`src/rtl/wdog_pkg.sv`:
```
package wdog_pkg;

   // action selection, shared by both stages
   typedef enum logic [1:0] {
      ACT_NONE = 2'b00,
      ACT_IRQ  = 2'b01,
      ACT_SMI  = 2'b10,
      ACT_RST  = 2'b11
   } wd_act_e;

   // configuration register layout (decoded by the prescaler and action logic)
   localparam int PRE_W   = 4;
   localparam int PRE_LSB = 0;
   localparam int A1_LSB  = 4;
   localparam int A2_LSB  = 6;
   localparam int PD_BIT  = 8;

   // register offsets
   localparam int OFF_TIMEOUT = 0;
   localparam int OFF_CONFIG  = 2;
   localparam int OFF_STATUS  = 4;

   typedef struct packed {
      logic             pwr_down;
      wd_act_e          act2;
      wd_act_e          act1;
      logic [PRE_W-1:0] pre_sel;
   } wd_cfg_t;

endpackage

```
`src/rtl/wdog_tick_gate.sv`:
```
module wdog_tick_gate #(
   parameter int SYNC_STAGES = 2
) (
   input  logic clk,
   input  logic por_n,
   input  logic tick_async,
   input  logic susp_ack,
   input  logic pwr_down,
   output logic tick_en
);

   localparam int SH_W = SYNC_STAGES + 1;

   generate
      if (SYNC_STAGES < 2) begin : g_bad_sync
         $error("wdog_tick_gate: SYNC_STAGES must be at least 2");
      end
   endgenerate

   // sync chain followed by one delay stage for edge detection
   logic [SH_W-1:0] sh_q;
   logic            raw_edge;

   always_ff @(posedge clk or negedge por_n) begin
      if (!por_n) begin
         sh_q <= '0;
      end else begin
         sh_q <= {sh_q[SH_W-2:0], tick_async};
      end
   end

   assign raw_edge = sh_q[SYNC_STAGES-1] & ~sh_q[SYNC_STAGES];
   assign tick_en  = raw_edge & (susp_ack | ~pwr_down);

   // the synchronised enable never lasts more than one cycle
   a_r3_single_cycle: assert property (@(posedge clk) disable iff (!por_n)
      raw_edge |=> !raw_edge);

endmodule

```
`src/rtl/wdog_prescaler.sv`:
```
module wdog_prescaler
   import wdog_pkg::*;
#(
   parameter int MAX_SHIFT = 15
) (
   input  logic             clk,
   input  logic             por_n,
   input  logic             srst_n,
   input  logic             clr,
   input  logic             en,
   input  logic [PRE_W-1:0] sel,
   output logic             step
);

   localparam int PC_W    = (MAX_SHIFT > 0) ? MAX_SHIFT : 1;
   localparam int SEL_TOP = (1 << PRE_W) - 1;

   generate
      if (MAX_SHIFT < 1 || MAX_SHIFT > 30) begin : g_bad_shift
         $error("wdog_prescaler: MAX_SHIFT out of range 1..30");
      end
   endgenerate

   logic [PRE_W-1:0] sel_eff;

   // the clamp is only built when the field can name a shift above the limit
   generate
      if (SEL_TOP <= MAX_SHIFT) begin : g_no_clamp
         assign sel_eff = sel;
      end else begin : g_clamp
         assign sel_eff = (sel > PRE_W'(MAX_SHIFT)) ? PRE_W'(MAX_SHIFT) : sel;
      end
   endgenerate

   logic [PC_W:0]   one_hot;
   logic [PC_W-1:0] mask;
   logic [PC_W-1:0] phase_q;

   assign one_hot = (PC_W+1)'(1) << sel_eff;
   assign mask    = PC_W'(one_hot - (PC_W+1)'(1));
   assign step    = en & ((phase_q & mask) == mask);

   always_ff @(posedge clk or negedge por_n) begin
      if (!por_n) begin
         phase_q <= '0;
      end else if (!srst_n || clr) begin
         phase_q <= '0;
      end else if (en) begin
         phase_q <= phase_q + PC_W'(1);
      end
   end

   // a step can only come from a passed tick
   a_r4_step_needs_tick: assert property (@(posedge clk) disable iff (!por_n)
      step |-> en);

endmodule

```
`src/rtl/wdog_counter.sv`:
```
module wdog_counter #(
   parameter int CNT_W = 16
) (
   input  logic             clk,
   input  logic             por_n,
   input  logic             srst_n,
   input  logic             load,
   input  logic             stop,
   input  logic [CNT_W-1:0] load_val,
   input  logic [CNT_W-1:0] reload_val,
   input  logic             step,
   input  logic             ovf_i,
   output logic             expire,
   output logic             running
);

   generate
      if (CNT_W < 2) begin : g_bad_width
         $error("wdog_counter: CNT_W must be at least 2");
      end
   endgenerate

   logic [CNT_W-1:0] cnt_q;
   logic             run_q;
   logic             last_step;

   assign last_step = run_q & step & (cnt_q <= CNT_W'(1));
   assign expire    = srst_n & ~load & ~stop & last_step;
   assign running   = run_q;

   always_ff @(posedge clk or negedge por_n) begin
      if (!por_n) begin
         cnt_q <= '0;
         run_q <= 1'b0;
      end else if (!srst_n) begin
         cnt_q <= '0;
         run_q <= 1'b0;
      end else if (load) begin
         cnt_q <= load_val;
         run_q <= 1'b1;
      end else if (stop) begin
         run_q <= 1'b0;
      end else if (run_q && step) begin
         if (cnt_q <= CNT_W'(1)) begin
            if (ovf_i) begin
               run_q <= 1'b0;
            end else begin
               cnt_q <= reload_val;
            end
         end else begin
            cnt_q <= cnt_q - CNT_W'(1);
         end
      end
   end

   // first expiry keeps the counter going
   a_r5_reload_runs: assert property (@(posedge clk) disable iff (!por_n)
      (expire && !ovf_i) |=> run_q);

   // second expiry halts the counter
   a_r6_halt: assert property (@(posedge clk) disable iff (!por_n)
      (expire && ovf_i) |=> !run_q);

   // system reset leaves the counter halted
   a_r9_srst_halts: assert property (@(posedge clk) disable iff (!por_n)
      !srst_n |=> !run_q);

   // zero write halts the counter
   a_r2_zero_stops: assert property (@(posedge clk) disable iff (!por_n)
      (stop && srst_n) |=> !run_q);

endmodule

```
`src/rtl/wdog_action.sv`:
```
module wdog_action
   import wdog_pkg::*;
#(
   parameter int RST_CYC = 16
) (
   input  logic    clk,
   input  logic    por_n,
   input  logic    fire,
   input  wd_act_e act1,
   input  wd_act_e act2,
   input  logic    clr_req,
   output logic    ovf,
   output logic    irq,
   output logic    smi,
   output logic    rst_req
);

   localparam int RC_W = $clog2(RST_CYC + 1);

   generate
      if (RST_CYC < 2) begin : g_bad_pulse
         $error("wdog_action: RST_CYC must be at least 2");
      end
   endgenerate

   logic            ovf_q, irq_q, smi_q;
   logic [RC_W-1:0] rc_q;
   wd_act_e         sel;
   logic            clr_eff;

   // stage chosen by the flag as it stands at expiry
   assign sel     = ovf_q ? act2 : act1;
   assign clr_eff = clr_req & ~fire;

   always_ff @(posedge clk or negedge por_n) begin
      if (!por_n) begin
         ovf_q <= 1'b0;
         irq_q <= 1'b0;
         smi_q <= 1'b0;
      end else if (fire) begin
         ovf_q <= 1'b1;
         if (sel == ACT_IRQ) irq_q <= 1'b1;
         if (sel == ACT_SMI) smi_q <= 1'b1;
      end else if (clr_eff) begin
         ovf_q <= 1'b0;
         irq_q <= 1'b0;
         smi_q <= 1'b0;
      end
   end

   always_ff @(posedge clk or negedge por_n) begin
      if (!por_n) begin
         rc_q <= '0;
      end else if (fire && sel == ACT_RST) begin
         rc_q <= RC_W'(RST_CYC);
      end else if (rc_q != '0) begin
         rc_q <= rc_q - RC_W'(1);
      end
   end

   assign ovf     = ovf_q;
   assign irq     = irq_q;
   assign smi     = smi_q;
   assign rst_req = (rc_q != '0);

   // any expiry leaves the flag set
   a_r5_flag_set: assert property (@(posedge clk) disable iff (!por_n)
      fire |=> ovf_q);

   // levels hold until a clear is written
   a_r7_irq_hold: assert property (@(posedge clk) disable iff (!por_n)
      (irq_q && !clr_req) |=> irq_q);

   a_r7_clear_drops: assert property (@(posedge clk) disable iff (!por_n)
      (clr_req && !fire) |=> (!irq_q && !smi_q && !ovf_q));

   // the request pulse is longer than one cycle
   a_r8_pulse_cont: assert property (@(posedge clk) disable iff (!por_n)
      $rose(rst_req) |=> rst_req);

endmodule

```
`src/rtl/wdog_escalator.sv`:
```
module wdog_escalator
   import wdog_pkg::*;
#(
   parameter int CNT_W       = 16,
   parameter int DATA_W      = 16,
   parameter int ADDR_W      = 3,
   parameter int MAX_SHIFT   = 15,
   parameter int SYNC_STAGES = 2,
   parameter int RST_CYC     = 16
) (
   input  logic              clk,
   input  logic              por_n,
   input  logic              sys_rst_n,
   input  logic              reg_we,
   input  logic [ADDR_W-1:0] reg_addr,
   input  logic [DATA_W-1:0] reg_wdata,
   output logic [DATA_W-1:0] reg_rdata,
   input  logic              tick_32k,
   input  logic              susp_ack,
   output logic              irq,
   output logic              smi,
   output logic              sys_rst_req
);

   localparam int CFG_W = $bits(wd_cfg_t);

   generate
      if (DATA_W < CNT_W || DATA_W < CFG_W) begin : g_bad_data
         $error("wdog_escalator: DATA_W too narrow");
      end
      if (ADDR_W < 3) begin : g_bad_addr
         $error("wdog_escalator: ADDR_W must reach offset 4");
      end
   endgenerate

   logic [CNT_W-1:0] to_q;
   wd_cfg_t          cfg_q;
   logic             wr_to, wr_cfg, wr_stat;
   logic             load, stop, clr_req;
   logic             tick_en, step, expire, running, ovf;

   assign wr_to   = reg_we & sys_rst_n & (reg_addr == ADDR_W'(OFF_TIMEOUT));
   assign wr_cfg  = reg_we & sys_rst_n & (reg_addr == ADDR_W'(OFF_CONFIG));
   assign wr_stat = reg_we & sys_rst_n & (reg_addr == ADDR_W'(OFF_STATUS));
   assign load    = wr_to & (|reg_wdata[CNT_W-1:0]);
   assign stop    = wr_to & ~(|reg_wdata[CNT_W-1:0]);
   assign clr_req = wr_stat & ~reg_wdata[0];

   // timeout and the fields a system reset clears
   always_ff @(posedge clk or negedge por_n) begin
      if (!por_n) begin
         to_q           <= '0;
         cfg_q.pre_sel  <= '0;
         cfg_q.pwr_down <= 1'b0;
      end else if (!sys_rst_n) begin
         to_q           <= '0;
         cfg_q.pre_sel  <= '0;
         cfg_q.pwr_down <= 1'b0;
      end else begin
         if (wr_to) to_q <= reg_wdata[CNT_W-1:0];
         if (wr_cfg) begin
            cfg_q.pre_sel  <= reg_wdata[PRE_LSB +: PRE_W];
            cfg_q.pwr_down <= reg_wdata[PD_BIT];
         end
      end
   end

   // action fields survive system reset
   always_ff @(posedge clk or negedge por_n) begin
      if (!por_n) begin
         cfg_q.act1 <= ACT_NONE;
         cfg_q.act2 <= ACT_NONE;
      end else if (wr_cfg) begin
         cfg_q.act1 <= wd_act_e'(reg_wdata[A1_LSB +: 2]);
         cfg_q.act2 <= wd_act_e'(reg_wdata[A2_LSB +: 2]);
      end
   end

   always_comb begin
      reg_rdata = '0;
      case (reg_addr)
         ADDR_W'(OFF_TIMEOUT): reg_rdata[CNT_W-1:0] = to_q;
         ADDR_W'(OFF_CONFIG): begin
            reg_rdata[PRE_LSB +: PRE_W] = cfg_q.pre_sel;
            reg_rdata[A1_LSB +: 2]      = cfg_q.act1;
            reg_rdata[A2_LSB +: 2]      = cfg_q.act2;
            reg_rdata[PD_BIT]           = cfg_q.pwr_down;
         end
         ADDR_W'(OFF_STATUS): reg_rdata[0] = ovf;
         default: reg_rdata = '0;
      endcase
   end

   wdog_tick_gate #(.SYNC_STAGES(SYNC_STAGES)) u_gate (
      .clk        (clk),
      .por_n      (por_n),
      .tick_async (tick_32k),
      .susp_ack   (susp_ack),
      .pwr_down   (cfg_q.pwr_down),
      .tick_en    (tick_en)
   );

   wdog_prescaler #(.MAX_SHIFT(MAX_SHIFT)) u_pre (
      .clk    (clk),
      .por_n  (por_n),
      .srst_n (sys_rst_n),
      .clr    (wr_to | wr_cfg),
      .en     (tick_en),
      .sel    (cfg_q.pre_sel),
      .step   (step)
   );

   wdog_counter #(.CNT_W(CNT_W)) u_cnt (
      .clk        (clk),
      .por_n      (por_n),
      .srst_n     (sys_rst_n),
      .load       (load),
      .stop       (stop),
      .load_val   (reg_wdata[CNT_W-1:0]),
      .reload_val (to_q),
      .step       (step),
      .ovf_i      (ovf),
      .expire     (expire),
      .running    (running)
   );

   wdog_action #(.RST_CYC(RST_CYC)) u_act (
      .clk     (clk),
      .por_n   (por_n),
      .fire    (expire),
      .act1    (cfg_q.act1),
      .act2    (cfg_q.act2),
      .clr_req (clr_req),
      .ovf     (ovf),
      .irq     (irq),
      .smi     (smi),
      .rst_req (sys_rst_req)
   );

   // overflow flag is kept across a system reset
   a_r9_flag_kept: assert property (@(posedge clk) disable iff (!por_n)
      (!sys_rst_n && ovf) |=> ovf);

   // a written timeout reads back on the next cycle
   a_r1_to_readback: assert property (@(posedge clk) disable iff (!por_n)
      wr_to |=> (to_q == $past(reg_wdata[CNT_W-1:0])));

   // no expiry can come from a halted counter
   a_r6_no_expiry_halted: assert property (@(posedge clk) disable iff (!por_n)
      !running |-> !expire);

endmodule

```
`config.mk`:
```
export PLATFORM = sky130hd
export DESIGN_NAME = wdog_escalator
export DESIGN_NICKNAME = d
export VERILOG_FILES = /design/src/rtl/wdog_pkg.sv /design/src/rtl/wdog_tick_gate.sv /design/src/rtl/wdog_prescaler.sv /design/src/rtl/wdog_counter.sv /design/src/rtl/wdog_action.sv /design/src/rtl/wdog_escalator.sv
export SDC_FILE = /design/constraint.sdc
export NUM_CORES = 1
export LEC_CHECK = 0
export BUFFER_PORTS_ARGS = -buffer_cell sky130_fd_sc_hd__buf_4
export CELL_PAD_IN_SITES_DETAIL_PLACEMENT = 1
export CELL_PAD_IN_SITES_GLOBAL_PLACEMENT = 1
export CORE_ASPECT_RATIO = 1.4
export CORE_MARGIN = 2
export CORE_UTILIZATION = 45
export DETAILED_ROUTE_END_ITERATION = 12
export PLACE_DENSITY_LB_ADDON = 0.1
export SYNTH_ARGS = -nofsm -noshare
export SYNTH_HDL_FRONTEND = slang
export SYNTH_SLANG_ARGS = --single-unit
export TNS_END_PERCENT = 1
```
`constraint.sdc`:
```
create_clock -name clk -period 3.55 [get_ports clk]
set_input_delay 0.71 -clock clk [delete_from_list [all_inputs] [get_ports clk]]
set_output_delay 0.71 -clock clk [all_outputs]
set_load 0.01 [all_outputs]
```
==> results <==
- Before antenna repair, the detailed router went through 4 iterations.
- Clock-pin slew was measured on the worst setup and hold paths at 0.06 ns.
- The final max-slew violation count is 0.
- The vertical die dimension is 118 um.
- The kind of launch point of the worst setup path is a flip-flop.
- Counting the fill cells in the layout gives 1068.
- The register bit total from synthesis is 68.
- The antenna violation net count after detailed routing is 0.
- The number of hold buffers added after CTS was 0.
- The final critical-path required period is 3.17 ns.
- Across all hold checks on the routed design, the worst slack comes to 0.347 ns.
- The flow ran to the end, and the final reports show no timing, DRC or antenna violations.
- The share of post-route cells with drive strength above 1 is 18.5%.
- sky130_fd_sc_hd__dfrtp_1 takes more of the synthesized area than any other cell.
- Synthesis produced a netlist with a net count of 505.
- Registers are responsible for 32.3% of the overall power.
- The clock passes through at most 2 buffers.
- The later pin in the worst-skew pair is clocked with a latency of 0.34 ns.
- Yosys attributes the largest share of cell area to sky130_fd_sc_hd__dfrtp_1 (41%), sky130_fd_sc_hd__nand2_1 (8.5%), sky130_fd_sc_hd__nor2_1 (4.1%), sky130_fd_sc_hd__mux2i_1 (3.4%), sky130_fd_sc_hd__xor2_1 (3.4%).
- The post-CTS resize count is 0.
- The number of global-route vias before repair is 4060.
- The final-layout setup total negative slack is 0 ns.
- For the pin with the worst max-slew slack, the measured transition is 0.906 ns.
- The startpoint identified for the worst register-to-register timing path is cfg_q[3]$_DFFE_PN0P_.
- The area growth from synthesis to layout is 18.6%.
- The level count of the clock H-tree is 3.
- In this run the register-to-register setup slack is 0.38 ns.
- For this design, the slowest cell found on the critical path is sky130_fd_sc_hd__dfrtp_1.
- The average footprint of a synthesized cell is 8.82 um2.
- 44 I/O pins were placed.
- The initial antenna violation count came to 0.
- The root buffer cell chosen for the clock tree is sky130_fd_sc_hd__clkbuf_16.
- Setup repair after global routing left no endpoint under its margin.
- The HPWL after detailed placement is 9120 um.
- The antenna diode count is 0.
- After detailed routing, the average wire length per cell comes to 20.1 um.
- After detailed routing, the number of vias per cell comes to 5.92.
- Max-cap violations in this run came to 0.
- The floorplan has 41 rows.
- The endpoint class of the critical path is a flip-flop.
- The most frequent standard cell in the layout excluding fill and tap cells is sky130_fd_sc_hd__nand2_1.
- For this design, the sink count on the clock tree is 68.
- The critical setup path kind is flip-flop to flip-flop.
- In this design, the stage delay of the slowest critical-path cell is 0.38 ns.
- For the worst flop-to-flop path, the logic depth is 11.
- Along the worst path, the maximum fanout reaches 16.
- After detailed routing, the total wire length is 12600 um.
- The most common cell type on the critical path is sky130_fd_sc_hd__nor3_1.
- The net switching fraction of the power is 36.1%.
- The ratio of final minimum period to clock period is 89.2%.
- After detailed routing, the number of remaining DRC violations is 0.
- The share of Yosys cell area claimed by the top area cell type is 40.7%.
- The required time at the worst-slack endpoint is 3.77 ns.
- The largest net degree at the start of global routing is 69.
- The cell area after technology mapping is 4180 um2.
- The maximum clock frequency is 316 MHz.
- The worst hold-check path type is flip-flop to flip-flop.
- The worst flop-to-flop path endpoint is u_cnt.cnt_q[0]$_DFFE_PN0P_.
- For this configuration, the core starts out at a cell density of 46.3%.
- Per report_power, the combinational group accounts for 37.6% of the total.
- The total power divided by cell area is 665 nW/um2.
- The remaining max-slew budget at the tightest pin is 39.6%.
- The first routing iteration left 137 violations.
- The count of nets after finishing is 549.
- The synthesized netlist cell count is 474.
- During placement, the flow inserted port buffers numbering 43.
- Traced cell by cell, the critical path runs through nor3_1 -> nand2b_1 -> ha_1 -> nor2b_1 -> o21ai_0 -> o221ai_1 -> nor3_1 -> nand3_2 -> a21oi_4 -> buf_4 -> mux2_2.
- The origin of the worst min-delay path is u_gate.sh_q[0]$_DFF_PN0_.
- Power comes to 3.30 mW.
- In the synthesized netlist the async set-or-reset flop fraction comes to 100%.
- In this run, synthesis inferred 0 flip-flops with an integrated enable.
- The top cell types in the final layout, fill and taps aside, are sky130_fd_sc_hd__nand2_1 (95), sky130_fd_sc_hd__dfrtp_1 (68), sky130_fd_sc_hd__buf_4 (57), sky130_fd_sc_hd__nor2_1 (46), sky130_fd_sc_hd__xor2_1 (16).
- For this design the total switching power over the nets is 1.19 mW.
- The endpoint of the worst hold path is u_gate.sh_q[1]$_DFF_PN0_.
- The final hold violation count came to 0.
- After floorplanning, the core was sized to cover 9030 um2.
- The area of the die is 10100 um2.
- The routability congestion estimate is 0.883.
- Among all flip-flop cells after synthesis, the most frequent one is sky130_fd_sc_hd__dfrtp_1.
- The first-pass GRT wire length is 20800 um.
- The Yosys step of the flow raised 0 warnings.
- The distinct cell type count of the synthesized netlist is 62.
- The die boundary width is 85.5 um.
- Global routing used 26.3% of the available tracks across all layers.
- The worst-case IR drop observed on VDD is 388 uV.
- The leakage power is 2.35 nW.
- The share of total power dissipated in the clock network is 30.1%.
- Across the routed clock network, the largest skew measured is 0.00555 ns.
- The worst hold path was traced through 0 stages.
- Setup violations remaining at the end of the flow were counted as 0.
- Counting the buffers created by CTS gives 9.
- The internal power component is 2.11 mW.
- The routed layout has 3728 vias.
- The TritonCTS clock tree is done.
- The sequential cell area fraction in the yosys report is 40.7%.
- For the worst setup path, the data arrival time is 3.39 ns.
- Once the clock tree was built, the setup fixing pass inserted 0 buffers.
- Global routing finished with a remaining overflow of 0.
==> logic make-up after synthesis <==
group | Yosys count | share of synthesized area (%)
and+or+nand+nor | 234 | 27.3
AOI/OAI and AO/OA | 73 | 12.7
DFF | 68 | 40.7
buffers and inverters | 38 | 3.89
muxes | 29 | 8.11
xor gates and xnor gates | 26 | 5.45
adders and majority gates | 6 | 1.80
==> cell type report <==
cell class | instances | area [um2] | share of cell area [%]
sequential | 68 | 1700 | 34.3
multi-input combinational | 368 | 2320 | 46.7
clock buffer | 11 | 243 | 4.89
clock inverter | 5 | 85.1 | 1.72
timing repair buffer | 57 | 428 | 8.63
tap | 107 | 134 | 2.70
inverter | 14 | 52.6 | 1.06
==> state kept, by name, summed over array words and instances, names as in the netlist, 3 cells and up <==
name / cells
u_act.rc_q: 5
u_gate.sh_q: 3
cfg_q: 9
u_pre.phase_q: 15
u_cnt.cnt_q: 16
to_q: 16
==> cells in the mapped netlist, drive strengths merged (2+ instances only) <==
cell	count
nand2	96
dfrtp	68
nor2	46
xor2	16
mux2	15
nand3	15
inv	14
mux2i	14
nor3	14
o21ai	14
buf	12
clkbuf	12
nor4	12
o211ai	12
a21boi	11
a21oi	10
nand4	10
xnor2	10
and2	9
ha	6
nand3b	4
nor2b	4
or3	4
or4	4
a31oi	3
and4	3
nand2b	3
nor4b	3
a211o	2
a22o	2
and3	2
nor3b	2
o221ai	2
o22ai	2
o31ai	2
o32ai	2
==> per-layer routing <==
metal  global-route usage [%]  vias up  share of wire (%)
li1                         -     1753                  -
met1                     28.6     1870                 38
met5                        0        -                  0
met3                     4.00       36                2.8
met2                     49.4       69                 56
met4                     11.0        0                3.5
==> power by group through the flow <==
stage / sequential, mW / clock, mW / combinational (mW)
after global placement: 1.07 / 0 / 1.19
final: 1.07 / 0.994 / 1.24
after CTS: 1.06 / 1.01 / 1.25
after detailed placement: 1.08 / 0 / 1.23
after floorplan: 1.02 / 0 / 0.955
after global routing: 1.09 / 1.04 / 1.38
==> how the worst max path moves through the flow <==
stage	start	endpoint	cells after the start	slack (ns)
detailed placement	cfg_q[3]$_DFFE_PN0P_	u_cnt.cnt_q[5]$_DFFE_PN0P_	11	0.44
finish	cfg_q[3]$_DFFE_PN0P_	u_cnt.cnt_q[0]$_DFFE_PN0P_	11	0.38
CTS	cfg_q[3]$_DFFE_PN0P_	u_cnt.cnt_q[0]$_DFFE_PN0P_	11	0.43
floorplan	cfg_q[3]$_DFFE_PN0P_	u_cnt.cnt_q[10]$_DFFE_PN0P_	13	0.67
global placement	cfg_q[3]$_DFFE_PN0P_	u_cnt.cnt_q[4]$_DFFE_PN0P_	11	0.58
global route	cfg_q[3]$_DFFE_PN0P_	u_cnt.cnt_q[0]$_DFFE_PN0P_	11	0.17
==> per-stage QoR <==
step | util, % | cells | worst slack, ns | cell area, um2
final | 54.9 | 630 | 0.384 | 4960
after global routing | 54.9 | 630 | 0.174 | 4960
after CTS | 54.9 | 630 | 0.430 | 4960
after detailed placement | 51.3 | 614 | 0.441 | 4630
after global placement | 51.3 | 614 | 0.578 | 4630
after floorplan | - | 474 | 0.666 | 4180
==> critical path, delay by kind of cell (launching register included) <==
| kind | cells | cell delay [ns] |
|---|---|---|
| buffers and inverters | 1 | 0.30 |
| muxes | 1 | 0.38 |
| adders and majority gates | 1 | 0.37 |
| DFF | 1 | 0.38 |
| and+or+nand+nor | 5 | 1.15 |
| AOI/OAI and AO/OA | 3 | 0.46 |
No activity file was read; power rests on OpenSTA's default activity.
